==> config.mk <==
export PLATFORM = sky130hd
export DESIGN_NAME = ocAlarmMonitor
export DESIGN_NICKNAME = d
export VERILOG_FILES = /design/src/rtl/ocAlarmPkg.sv /design/src/rtl/ocAlarmCtrl.sv /design/src/rtl/ocAlarmDatapath.sv /design/src/rtl/ocAlarmMonitor.sv
export SDC_FILE = /design/constraint.sdc
export NUM_CORES = 1
export LEC_CHECK = 0
export ABC_AREA = 1
export BUFFER_PORTS_ARGS = -buffer_cell sky130_fd_sc_hd__buf_2
export CELL_PAD_IN_SITES_DETAIL_PLACEMENT = 1
export CELL_PAD_IN_SITES_GLOBAL_PLACEMENT = 1
export CORE_MARGIN = 8
export CORE_UTILIZATION = 38
export DETAILED_ROUTE_END_ITERATION = 10
export GPL_ROUTABILITY_DRIVEN = 0
export GPL_TIMING_DRIVEN = 1
export PLACE_DENSITY = 0.81
export SYNTH_ARGS = -nofsm -noshare
export SYNTH_HDL_FRONTEND = slang
export SYNTH_SLANG_ARGS = --single-unit
==> constraint.sdc <==
create_clock -name clk -period 2.7 [get_ports clk]
set_clock_uncertainty 0.15 [all_clocks]
set_input_delay 0.135 -clock clk [delete_from_list [all_inputs] [get_ports clk]]
set_output_delay 0.135 -clock clk [all_outputs]
set_load 0.05 [all_outputs]
==> src/rtl/ocAlarmPkg.sv <==
package ocAlarmPkg;

  // Strobes from control to datapath, one clock wide each.
  typedef struct packed {
    logic countInc;    // a new alarm event this cycle
    logic countClear;  // inactivity window expired, drop the count
    logic holdLoad;    // alarm active: reload the hold timer
    logic holdStep;    // alarm fully gone: advance the hold timer
  } dpStrobes_t;

  // Status returned from datapath to control.
  typedef struct packed {
    logic countReached;  // count after this event meets the threshold
    logic filterDue;     // this clock closes the inactivity window
    logic holdBusy;      // hold time still running
  } dpStatus_t;

endpackage

==> src/rtl/ocAlarmCtrl.sv <==
module ocAlarmCtrl
  import ocAlarmPkg::*;
(
  input  logic       clk,
  input  logic       rstN,
  input  logic       alarmPin,
  input  logic       cfgActiveLow,
  input  logic       cfgIrqEnable,
  input  logic       irqClear,
  input  dpStatus_t  status,
  output dpStrobes_t strobes,
  output logic       throttleReq,
  output logic       irqOut
);

  // The polarity is folded in ahead of the first flop, so reset gives "inactive".
  logic syncStage1, syncStage2, activePrev;
  logic eventPulse, irqSet, irqQ;

  always_ff @(posedge clk or negedge rstN) begin
    if (!rstN) begin
      syncStage1 <= 1'b0;
      syncStage2 <= 1'b0;
      activePrev <= 1'b0;
    end else begin
      syncStage1 <= alarmPin ^ cfgActiveLow;
      syncStage2 <= syncStage1;
      activePrev <= syncStage2;
    end
  end

  assign eventPulse = syncStage2 & ~activePrev;

  always_comb begin
    strobes.countInc   = eventPulse;
    strobes.countClear = status.filterDue & ~eventPulse;
    strobes.holdLoad   = syncStage2;
    strobes.holdStep   = ~syncStage2 & ~activePrev & status.holdBusy;
  end

  assign irqSet = eventPulse & cfgIrqEnable & status.countReached;

  always_ff @(posedge clk or negedge rstN) begin
    if (!rstN)         irqQ <= 1'b0;
    else if (irqSet)   irqQ <= 1'b1;
    else if (irqClear) irqQ <= 1'b0;
  end

  assign irqOut      = irqQ;
  assign throttleReq = activePrev | status.holdBusy;

endmodule

==> src/rtl/ocAlarmDatapath.sv <==
module ocAlarmDatapath
  import ocAlarmPkg::*;
#(
  parameter int COUNT_W  = 8,
  parameter int FILTER_W = 16,
  parameter int HOLD_W   = 8,
  parameter int CLKUS_W  = 8
) (
  input  logic                clk,
  input  logic                rstN,
  input  dpStrobes_t          strobes,
  input  logic [COUNT_W-1:0]  cfgCountThreshold,
  input  logic [FILTER_W-1:0] cfgFilterClocks,
  input  logic [HOLD_W-1:0]   cfgHoldUs,
  input  logic [CLKUS_W-1:0]  cfgClocksPerUs,
  output dpStatus_t           status,
  output logic [COUNT_W-1:0]  countValue
);

  localparam logic [COUNT_W-1:0] COUNT_MAX = {COUNT_W{1'b1}};
  localparam logic [FILTER_W-1:0] FILTER_ONE = FILTER_W'(1);
  localparam logic [CLKUS_W-1:0] TICK_ONE = CLKUS_W'(1);

  logic [COUNT_W-1:0]  eventCount, countBumped;
  logic [FILTER_W-1:0] idleTimer;
  logic [HOLD_W-1:0]   usLeft;
  logic [CLKUS_W-1:0]  tickLeft;
  logic                tickLast;

  // The count saturates instead of wrapping, so a long burst never drops the interrupt.
  assign countBumped = (eventCount == COUNT_MAX) ? eventCount : eventCount + 1'b1;

  always_ff @(posedge clk or negedge rstN) begin
    if (!rstN) begin
      eventCount <= '0;
      idleTimer  <= '0;
    end else if (strobes.countInc) begin
      eventCount <= countBumped;
      idleTimer  <= '0;
    end else if (strobes.countClear) begin
      eventCount <= '0;
      idleTimer  <= '0;
    end else if (eventCount != '0) begin
      idleTimer  <= idleTimer + 1'b1;
    end
  end

  // Two-level hold timer: microseconds outside, clocks per microsecond inside.
  assign tickLast = (tickLeft <= TICK_ONE);

  always_ff @(posedge clk or negedge rstN) begin
    if (!rstN) begin
      usLeft   <= '0;
      tickLeft <= '0;
    end else if (strobes.holdLoad) begin
      usLeft   <= cfgHoldUs;
      tickLeft <= cfgClocksPerUs;
    end else if (strobes.holdStep) begin
      if (tickLast) begin
        tickLeft <= cfgClocksPerUs;
        usLeft   <= usLeft - 1'b1;
      end else begin
        tickLeft <= tickLeft - 1'b1;
      end
    end
  end

  always_comb begin
    status.countReached = (countBumped >= cfgCountThreshold);
    status.filterDue    = (cfgFilterClocks != '0) && (eventCount != '0) &&
                          (idleTimer == cfgFilterClocks - FILTER_ONE);
    status.holdBusy     = (usLeft != '0);
  end

  assign countValue = eventCount;

endmodule

==> src/rtl/ocAlarmMonitor.sv <==
module ocAlarmMonitor
  import ocAlarmPkg::*;
#(
  parameter int COUNT_W  = 8,
  parameter int FILTER_W = 16,
  parameter int HOLD_W   = 8,
  parameter int CLKUS_W  = 8
) (
  input  logic                clk,
  input  logic                rstN,
  input  logic                alarmPin,
  input  logic                cfgActiveLow,
  input  logic                cfgIrqEnable,
  input  logic [COUNT_W-1:0]  cfgCountThreshold,
  input  logic [FILTER_W-1:0] cfgFilterClocks,
  input  logic [HOLD_W-1:0]   cfgHoldUs,
  input  logic [CLKUS_W-1:0]  cfgClocksPerUs,
  input  logic                irqClear,
  output logic                throttleReq,
  output logic                irqOut
);

  dpStrobes_t         strobes;
  dpStatus_t          status;
  logic [COUNT_W-1:0] countValue;

  ocAlarmCtrl ctrl_i (
    .clk(clk), .rstN(rstN), .alarmPin(alarmPin),
    .cfgActiveLow(cfgActiveLow), .cfgIrqEnable(cfgIrqEnable),
    .irqClear(irqClear), .status(status), .strobes(strobes),
    .throttleReq(throttleReq), .irqOut(irqOut)
  );

  ocAlarmDatapath #(
    .COUNT_W(COUNT_W), .FILTER_W(FILTER_W), .HOLD_W(HOLD_W), .CLKUS_W(CLKUS_W)
  ) dp_i (
    .clk(clk), .rstN(rstN), .strobes(strobes),
    .cfgCountThreshold(cfgCountThreshold), .cfgFilterClocks(cfgFilterClocks),
    .cfgHoldUs(cfgHoldUs), .cfgClocksPerUs(cfgClocksPerUs),
    .status(status), .countValue(countValue)
  );

endmodule

Yosys cells after proc, flatten, opt, wreduce, memory -nomap -nowiden --
Cells that the tools add are included. Widths: inputs -> output; s select.
Cells by class: order comparisons 2, equal/unequal tests 2, add/sub/neg operators 5, mux-type cells 14, reductions and logical operators 11, bitwise logic cells 11
Operators by type and width (count):
- $mux 8 | 9
- $mux 16 | 3
- $add 16x1->16 const B | 1
- $eq 16x16->1 | 1
- $reduce_bool 16->1 | 1
- $reduce_bool 8->1 | 2
- $sub 16x1->16 const B | 1
- $sub 8x1->8 const B | 2
- $add 8x1->8 const B | 1
- $eq 8x8->1 const B | 1
- $ge 8x8->1 | 1
- $le 8x1->1 const B | 1
- $reduce_bool 2->1 | 4
- $and 1x1->1 | 6
- $not 1->1 | 3
- $reduce_bool 3->1 | 1
- $logic_and 1x1->1 | 2
- $mux 1 | 2
- $reduce_and 2->1 | 1
- $or 1x1->1 | 1
- $xor 1x1->1 | 1
Storage, ports and cells: register bits 44, output and inout bits 2, input bits 46, logic and storage cells 53

Longest topological paths before layout --
Gate-level depths: netlist of run 1.
depth in word-level cells 6, depth in mapped cells 16, depth with buffers taken out 15

Hierarchy --
A second synthesis of run 1 with hierarchy kept.
Unflattened totals: cell total of the unflattened synthesis 472, area, all modules 3320.7 um2
Modules (own cells, without submodules):
- ocAlarmDatapath | area each 3143.0 um2, sequential area each 1001.0 um2, instances 1, cells an instance 453
- ocAlarmCtrl | area each 177.7 um2, sequential area each 100.1 um2, instances 1, cells an instance 19

Worst setup path after synthesis of run 1 --
OpenSTA, ideal clock, no wires.
path kind reg2reg, from register dp_i.eventCount[0] (netlist: dp_i.countValue[0]), to register ctrl_i.irqQ (netlist: ctrl_i.irqOut), stages on the path, launching flop included 15, period minus slack after synthesis 2276 ps, arrival 2000 ps, path slack 424 ps, required time 2424 ps, path buffers 0, library setup time 126 ps, path through dfrtp_1 ha_1 nand2_1 nor4_2 nand2_1 inv_1 nor3_1 a21oi_1 ha_1 a21oi_1 o21ai_0 nand2_1 o2111ai_1 nand3_1 o21ai_0
On the way: longest elaborated chain between the ends 5, elaborated cells on any way between the ends 7, classes of those cells add/sub: 1; order compare: 1; eq/ne: 1; mux: 2; bitwise: 1; reduce/logical: 1
RTL lines:
- from (decl) | line ocAlarmDatapath.sv:24 | logic [COUNT_W-1:0] eventCount, countBumped;
- from (signal assigned) | line ocAlarmDatapath.sv:38 | eventCount <= countBumped;
- $add 8x1->8 or $eq 8x8->1 (tied branches) | line ocAlarmDatapath.sv:31 | assign countBumped = (eventCount == COUNT_MAX) ? eventCount : eventCount + 1'b1;
- $mux 8 * | line ocAlarmDatapath.sv:31
- $ge 8x8->1 * | line ocAlarmDatapath.sv:69 | status.countReached = (countBumped >= cfgCountThreshold);
- $and 1x1->1 * | line ocAlarmCtrl.sv:41 | assign irqSet = eventPulse & cfgIrqEnable & status.countReached;
- $mux 1 or $reduce_bool 2->1 (tied branches)
- to (signal assigned) | line ocAlarmCtrl.sv:44 | if (!rstN) irqQ <= 1'b0;
- to (signal assigned) | line ocAlarmCtrl.sv:45 | else if (irqSet) irqQ <= 1'b1;
- to (signal assigned) | line ocAlarmCtrl.sv:46 | else if (irqClear) irqQ <= 1'b0;
- to (decl) | line ocAlarmCtrl.sv:18 | logic eventPulse, irqSet, irqQ;
Every way passes the cells marked *; elsewhere a longest branch is shown, timed or not. A chain may end at the register's enable or synchronous reset.

Worst setup path in the final report of run 1 --
Ends and elaborated chain as after synthesis.

==> results_dict.tcl, run 1 <==
set metrics [dict create \
    top_layer "met4" \
    setup_violations 0 \
    clockBufferDepth 2 \
    grt_max_degree 24 \
    ys.warnings.count 0 \
    power_density_mw_per_mm2 615 \
    antenna_found_initial 0 \
    vias_per_cell 5.05 \
    status "finished clean" \
    dieHeight_um 112 \
    slew_violations 0 \
    cts_tree "yes" \
    coreArea_mm2 0.00911 \
    clkLatencyLatePin_ps 300 \
    p_comb_share_pct 45.1 \
    layout-drive-gt1-share_pct 17.5 \
    async_flop_share_pct 100 \
    crit_top_cell "o21ai_1" \
    slowest_delay_ps 430 \
    rrSetupSlack_ps 160 \
    syn_area_mm2 0.00350 \
    drt_wl_total_mm 9.72 \
    area_growth_pct 19.6 \
    wl_met2_mm 4.91 \
    clock-sinks 44 \
    wl_met1_mm 4.34 \
    dp_hpwl_mm 7.57 \
    track_usage_pct 15.4 \
    synth-edff-count 0 \
    synthCells 510 \
    n_fill_cell 1204 \
    dieArea_mm2 0.0125 \
    grt_pass1_vias 3732 \
    vias 3504 \
    max_freq_mhz 394 \
    stdcell_area_mm2 0.00419 \
    cp_data_arrival_time_ps 2580 \
    firstDrtPassIters 4 \
    dp_slack_ps 16.3 \
    critPathRequiredTime_ps 2740 \
    power.share.sequential_pct 39.6 \
    p_int_uw 1470 \
    ant_nets 0 \
    cts-buffers-inserted 5 \
    path_class "register to register" \
    wl_per_cell_um 14.0 \
    final_cell_mix "142 x nand2_1, 68 x inv_1, 56 x nor2_1" \
    die_w_um 112 \
    post-route-util_pct 46.0 \
    initial_core_util_pct 38.4 \
    clkPwrFrac_pct 15.3 \
    ys_seq_area_share_pct 31.5 \
    slowest_stage "dfrtp_2" \
    cap_violations 0 \
    num_antenna_cells 0 \
    yosys.area.top_type "dfrtp_1" \
    grt_pass1_wl_mm 16.4 \
    hold_viol 0 \
    layout_commonest_cell "nand2_1" \
    drt_iter0_markers 120 \
    yosysUniqueCellTypes 41 \
    worstPathMaxFanout 7 \
    path_cells "ha_4 > nand2_4 > nor4_4 > nand2_2 > inv_2 > nor3_1 > a21oi_1 > ha_1 > a21oi_2 > o21ai_1 > nand2_1 > o2111ai_1 > nand3_1 > o21ai_1" \
    slew_headroom_pct 65.4 \
    port_buffers 47 \
    wl_met3_um 363 \
    clk_pin_slew_worst_paths_ps 80 \
    dpl-instance-area_mm2 0.00384 \
    cts_root_buf "clkbuf_8" \
    ys_seq_elements 44 \
    htree_levels 2 \
    synth_top_area_share_pct 31.5 \
    synth_ff_type "dfrtp_1" \
    leakagePower_uw 0.00207 \
    synth_area_leaders "dfrtp_1 31%, nand2_1 16%, inv_1 7.4%" \
    worstSetupEndpointType "register" \
    cp-start-kind "register" \
    grt-ovfl-total 0 \
    syn-num-nets 573 \
    p_sw_uw 1100 \
    num_rows 35 \
    drcViolationCount 0 \
    hp-class "input port to register" \
    nNetsFinal 646 \
    ioPinCount 48 \
    tightest_slew_ps 514 \
    switching_share_pct 42.9 \
    min_period_over_period_pct 94.0 \
    setup_ws_ps 163 \
    avgSynthCellArea_um2 6.86 \
    setup_tns_ps 0 \
    vdd_drop_max_uv 398 \
    min_period_ps 2540 \
]
[state kept, by name (all words and copies together) (netlist names)]
register,count
dp_i.idleTimer,16
dp_i.countValue,8
dp_i.tickLeft,8
dp_i.usLeft,8
ctrl_i.activePrev,1
ctrl_i.irqOut,1
ctrl_i.syncStage1,1
ctrl_i.syncStage2,1
[path summary, 6_finish.rpt]
kind | start | to | depth (start not counted)
max in group asynchronous | rstN | dp_i.countValue[1] | 3
min | cfgClocksPerUs[3] | dp_i.tickLeft[3] | 3
max reg2reg | dp_i.countValue[0] | ctrl_i.irqOut | 14
min reg2reg | ctrl_i.syncStage1 | ctrl_i.syncStage2 | 0
max | dp_i.countValue[0] | ctrl_i.irqOut | 14
min in group asynchronous | rstN | dp_i.usLeft[0] | 2
[cell usage after synthesis, types with 2 or more instances]
cell type and n:
nand2_1 145, inv_1 69, nor2_1 57, dfrtp_1 44, nand3_1 38, o21ai_0 27
xor2_1 20, ha_1 17, nor2_2 14, nor3_1 11, a21oi_1 9, nand4_1 7
xnor2_1 7, o211ai_1 5, nand3b_1 4, nor2_4 4, nand2_2 3, buf_4 2
inv_2 2, nand3_2 2, o221ai_1 2, o22ai_1 2
[worst max-delay path: cells and delay by family (launching register included)]
family,cells,cell delay [ps]
adder cells (fa/ha/maj),2,460
flip-flops,1,430
buffers and inverters,1,90
AO/OA/AOI/OAI,5,540
AND/OR/NAND/NOR,6,760
[final cells by class]
type | count | area (µm²) | share of cell area (%)
well taps | 111 | 139 | 3.32
clock buffers | 6 | 72.6 | 1.73
repair buffers | 74 | 484 | 11.6
multi-input cells | 386 | 2110 | 50.4
flip-flops and latches | 44 | 1100 | 26.4
clock inverters | 1 | 5.00 | 0.120
inverters | 72 | 270 | 6.46
[logic make-up after synthesis]
group,share of synthesized area [%]
AND/OR/NAND/NOR,37.0
buffers and inverters,9.55
AO/OA/AOI/OAI,8.47
flip-flops,31.5
XOR/XNOR,7.40
adder cells (fa/ha/maj),6.08
[power groups by stage]
stage | clock [µW] | combinational, µW | sequential (µW)
3_3_place_gp | 0 | 1000 | 999
4_1_cts | 415 | 1090 | 1000
5_1_grt | 439 | 1340 | 1040
3_5_place_dp | 0 | 1060 | 1010
6_report | 395 | 1160 | 1020
2_1_floorplan | 0 | 790 | 978
[through the flow]
stage          power [µW]  std cells  hold WS, ps
3_5_place_dp         2080        664        -12.8
4_1_cts              2500        688         2.96
5_1_grt              2820        694         23.9
6_report             2580        694         7.58
2_1_floorplan        1770        510         -311
3_3_place_gp         2000        664        -10.4
[per-layer routing]
| layer | vias to the layer above | track usage, % |
|---|---|---|
| met2 | 51 | 28.3 |
| met5 | - | 0 |
| met4 | 0 | 3.51 |
| li1 | 1760 | - |
| met1 | 1683 | 17.8 |
| met3 | 10 | 3.08 |
[what timing repair did]
action	CTS	global route
setup endpoints to repair	0	1
setup buffers	0	6
hold endpoints to repair	35	0
resized for setup	0	17
hold buffers	17	0
Power figures use the tool's default switching activity.
==> inputs of run 2 (changes only) <==
==> constraint.sdc (replaced) <==
create_clock -name clk -period 2.7 [get_ports clk]
set_clock_uncertainty 0.15 [all_clocks]
set_input_delay 0.27 -clock clk [delete_from_list [all_inputs] [get_ports clk]]
set_output_delay 0.27 -clock clk [all_outputs]
set_load 0.05 [all_outputs]
==> results_dict.tcl, run 2 (same netlist as run 1, synthesis figures left out) <==
set metrics [dict create \
    status "finished, violations left" \
    violations "negative setup slack" \
    largest_register_ffs 16 \
    track_usage_pct 15.8 \
    rrSetupSlack_ps -50 \
    nNetsFinal 633 \
    num_antenna_cells 0 \
    slew_violations 0 \
    antenna_found_initial 0 \
    seqCellArea_mm2 0.00110 \
    ioPinCount 48 \
    min_period_over_period_pct 102 \
    area_growth_pct 17.3 \
    power.total_uw 2710 \
    r2r_end "ctrl_i.irqOut" \
    grt_pass1_vias 3733 \
    cts_tree "yes" \
    hp-class "input port to register" \
    grt_pass1_wl_mm 16.8 \
    hold_viol 0 \
    dp_hpwl_mm 7.72 \
    min_period_ps 2750 \
    layout-drive-gt1-share_pct 18.9 \
    final_cell_mix "143 x nand2_1, 68 x inv_1, 56 x nor2_1" \
    power_density_mw_per_mm2 661 \
    critPathRequiredTime_ps 2730 \
    slew_headroom_pct 68.3 \
    grt-ovfl-total 0 \
    regToRegStartpoint "dp_i.countValue[1]" \
    n_fill_cell 1211 \
    post-route-util_pct 45.1 \
    grtUsageMet3_pct 2.98 \
    vias_per_cell 5.14 \
    dieHeight_um 112 \
    vias 3506 \
    cts-buffers-inserted 5 \
    cp_data_arrival_time_ps 2780 \
    cp-startpoint "dp_i.countValue[1]" \
    path_class "register to register" \
    cp-start-kind "register" \
    die_w_um 112 \
    cap_violations 0 \
    grt_use_met1_pct 17.9 \
    ant_nets 0 \
    initial_core_util_pct 38.4 \
    clkLatencyLatePin_ps 290 \
    rsz0062_at_grt "yes" \
    layout_commonest_cell "nand2_1" \
    num_rows 35 \
    setup_violations 1 \
    drt_wl_total_mm 10.2 \
    coreArea_mm2 0.00911 \
    dieArea_mm2 0.0125 \
    drt_iter0_markers 124 \
    cts_root_buf "clkbuf_8" \
    vdd_drop_max_uv 316 \
    tightest_slew_ps 475 \
    wl_per_cell_um 15.0 \
    drcViolationCount 0 \
    clk_pin_slew_worst_paths_ps 80 \
    dp_slack_ps 33.0 \
    grt_use_met2_pct 29.8 \
    setup_ws_ps -45.9 \
    grt_max_degree 26 \
    final_cell_count_no_fill 682 \
    htree_levels 2 \
    worstPathMaxFanout 8 \
    max_freq_mhz 364 \
    grt.busiest_layer "met2" \
    setup_tns_ps -45.9 \
    leakagePower_uw 0.00203 \
    worstSetupEndpointType "register" \
    reg2reg_depth 13 \
    multi_input_area_mm2 0.00213 \
    top_register "dp_i.idleTimer" \
    crit_end "ctrl_i.irqOut" \
    port_buffers 47 \
    clock-sinks 44 \
    firstDrtPassIters 4 \
    dpl.cell_count 665 \
    clockBufferDepth 2 \
]
## run 2: changes by cell type in the layout (fill, tap and decap cells not counted), sizes merged
cell | before | now
bufinv | 0 | 1
clkbuf | 6 | 5
dlygate4sd3 | 17 | 3
buf | 57 | 58
clkinvlp | 0 | 1
## run 2: area by class of cell
type	count	share of cell area, %
inverter	72	6.59
tap	111	3.38
multi-input combinational	386	51.9
clock buffer	5	1.68
sequential	44	26.9
timing repair buffer	61	8.57
clock inverter	3	1.04
## run 2: layer usage
metal / share of wire (%) / wire [µm] / vias up
met2: 52 / 5350 / 55
li1: - / - / 1739
met1: 42 / 4290 / 1698
met5: 0 / 0 / -
met3: 3.9 / 398 / 14
met4: 1.6 / 161 / 0
## run 2: timing repair
action,in CTS,in global routing
gates resized for setup,1,18
setup endpoints to repair,1,1
endpoints found under the hold margin,45,0
setup buffers,0,6
pin swaps,0,12
hold buffers,3,0
## run 2: where the power goes
part           internal [µW]  switching, µW
clock network            274            231
registers                829            182
logic                    455            740
total                   1560           1150
## run 2: worst min path at each step
stage	from	endpoint	slack [ps]	depth (start not counted)
floorplan	rstN	ctrl_i.activePrev	-180	0
global placement	rstN	dp_i.usLeft[0]	110	2
detailed placement	rstN	dp_i.usLeft[0]	120	2
CTS	irqClear	ctrl_i.irqOut	30	2
global route	irqClear	ctrl_i.irqOut	7	2
finish	irqClear	ctrl_i.irqOut	5	2
## run 2: critical path, cell delays in order (launching register included)
cell and delay [ps]:
dfrtp_1 400, ha_2 210, nand2_2 90, nor4_4 390, nand2_2 210, nand2_1 160, xor2_2 200, ha_1 280
nand2_1 90, nor2_2 50, nand4_1 120, o2111ai_2 110, nand3_1 100, o21ai_1 70
## run 2: through the flow
step	hold slack [ps]	cell area, µm²
after floorplan	-176	3500
after global placement	111	3850
after detailed placement	117	3850
after CTS	25.8	3990
after global routing	6.65	4100
final	5.13	4100
==> inputs of run 3 (changes only) <==
--- a/config.mk
+++ b/config.mk
@@ -14,6 +14,7 @@
 export DETAILED_ROUTE_END_ITERATION = 10
 export GPL_ROUTABILITY_DRIVEN = 0
 export GPL_TIMING_DRIVEN = 1
+export HOLD_SLACK_MARGIN = 0.15
 export PLACE_DENSITY = 0.81
 export SYNTH_ARGS = -nofsm -noshare
 export SYNTH_HDL_FRONTEND = slang
==> results_dict.tcl, run 3 (same netlist as run 1, synthesis figures left out) <==
set metrics [dict create \
    status "finished, violations left" \
    violations "negative setup slack" \
    crit_end "ctrl_i.irqOut" \
    setup_ws_ps -50.7 \
    vias_per_cell 5.12 \
    cts_tree "yes" \
    clk_pin_slew_worst_paths_ps 90 \
    tightest_slew_ps 456 \
    cts-buffers-inserted 5 \
    vias 3572 \
    layout_commonest_cell "nand2_1" \
    die_w_um 112 \
    reg2reg_depth 13 \
    htree_levels 2 \
    final_cell_mix "143 x nand2_1, 68 x inv_1, 56 x nor2_1" \
    cp-start-kind "register" \
    wl_per_cell_um 15.1 \
    coreArea_mm2 0.00911 \
    grt_pass1_wl_mm 17.2 \
    regToRegStartpoint "dp_i.countValue[1]" \
    grt_max_degree 26 \
    dp_slack_ps 33.0 \
    area_growth_pct 21.6 \
    dieArea_mm2 0.0125 \
    ant_nets 0 \
    min_period_over_period_pct 102 \
    setup_tns_ps -50.7 \
    r2r_end "ctrl_i.irqOut" \
    track_usage_pct 16.1 \
    power_density_mw_per_mm2 643 \
    layout-drive-gt1-share_pct 18.4 \
    vdd_drop_max_uv 317 \
    critPathBufInv 0 \
    slew_headroom_pct 69.3 \
    ioPinCount 48 \
    cp_data_arrival_time_ps 2780 \
    slew_violations 0 \
    drcViolationCount 0 \
    clock-sinks 44 \
    cap_violations 0 \
    dp_hpwl_mm 7.72 \
    dieHeight_um 112 \
    grt_pass1_vias 3747 \
    critPathRequiredTime_ps 2730 \
    min_period_ps 2750 \
    rsz0062_at_grt "yes" \
    worstPathMaxFanout 8 \
    path_class "register to register" \
    path_cells "ha_2 > nand2_2 > nor4_4 > nand2_2 > nand2_1 > xor2_2 > ha_1 > nand2_1 > nor2_2 > nand4_1 > o2111ai_2 > nand3_1 > o21ai_1" \
    initial_core_util_pct 38.4 \
    grt-ovfl-total 0 \
    slowest_stage "dfrtp_1" \
    hold_viol 0 \
    num_antenna_cells 0 \
    leakagePower_uw 0.00209 \
    port_buffers 47 \
    top_register "dp_i.idleTimer" \
    rrSetupSlack_ps -50 \
    crit_cells 13 \
    drt_iter0_markers 126 \
    antenna_found_initial 0 \
    critical_path.top_delay_family "simple AND/OR/NAND/NOR gates" \
    cp-startpoint "dp_i.countValue[1]" \
    drt_wl_total_mm 10.5 \
    nNetsFinal 648 \
    firstDrtPassIters 4 \
    slowest_delay_ps 400 \
    cts_root_buf "clkbuf_8" \
    setup_violations 1 \
    holdWs_ps 172 \
    hp-class "input port to register" \
    max_freq_mhz 364 \
    num_rows 35 \
    largest_register_ffs 16 \
    worstSetupEndpointType "register" \
    clockBufferDepth 2 \
    clkLatencyLatePin_ps 290 \
]
[run 3: changes by cell type in the layout (fill, tap and decap cells not counted), sizes merged]
cell / before / now
dlygate4sd3: 3 / 18
[run 3: through the flow]
| step | util [%] | cells | power (µW) | area (µm²) |
|---|---|---|---|---|
| floorplan | - | 510 | 1770 | 3500 |
| global placement | 42.2 | 665 | 2000 | 3850 |
| detailed placement | 42.2 | 665 | 2080 | 3850 |
| CTS | 45.5 | 691 | 2630 | 4140 |
| global route | 46.7 | 697 | 2970 | 4250 |
| finish | 46.7 | 697 | 2740 | 4250 |
[run 3: how the worst min path moves through the flow]
| stage | to | from | slack [ps] | depth (start not counted) |
|---|---|---|---|---|
| 5_1_grt | dp_i.usLeft[3] | cfgHoldUs[3] | 210 | 5 |
| 2_1_floorplan | ctrl_i.activePrev | rstN | -180 | 0 |
| 4_1_cts | dp_i.tickLeft[0] | cfgClocksPerUs[0] | 150 | 3 |
| 3_5_place_dp | dp_i.usLeft[0] | rstN | 120 | 2 |
| 6_report | dp_i.usLeft[0] | cfgHoldUs[0] | 170 | 5 |
| 3_3_place_gp | dp_i.usLeft[0] | rstN | 110 | 2 |
[run 3: cell type report]
class / instances / area [µm²]
fill: 1189 / 4850
multi-input combinational: 386 / 2130
sequential: 44 / 1100
timing repair buffer: 76 / 502
inverter: 72 / 270
tap: 111 / 139
clock buffer: 5 / 68.8
clock inverter: 3 / 42.5
[run 3: metal layers]
| layer | global-route usage, % | vias to the layer above | share of wire [%] |
|---|---|---|---|
| li1 | - | 1766 | - |
| met1 | 18.6 | 1739 | 42 |
| met2 | 30.3 | 55 | 53 |
| met3 | 2.98 | 12 | 3.8 |
| met4 | 3.15 | 0 | 1.4 |
| met5 | 0 | - | 0 |
[run 3: report_power, final]
| group | internal, µW | switching, µW | leakage (µW) |
|---|---|---|---|
| clock | 274 | 231 | 0.0000541 |
| sequential | 829 | 182 | 0.000558 |
| combinational | 470 | 749 | 0.00148 |
| total | 1570 | 1160 | 0.00209 |
[run 3: tightest hold or removal path, cell delays in order]
cell     delay [ps]
buf_2            80
nand2_1          40
o21ai_0          70
nand2_1          50
o21ai_0          70
[run 3: repair_timing]
| item | CTS | global route |
|---|---|---|
| cloned | 0 | 0 |
| pin swaps | 0 | 12 |
| gates resized for setup | 1 | 18 |
| buffers inserted | 0 | 6 |
| hold buffers | 18 | 0 |
| endpoints found under the hold margin | 59 | 0 |
| setup endpoints to repair | 1 | 1 |
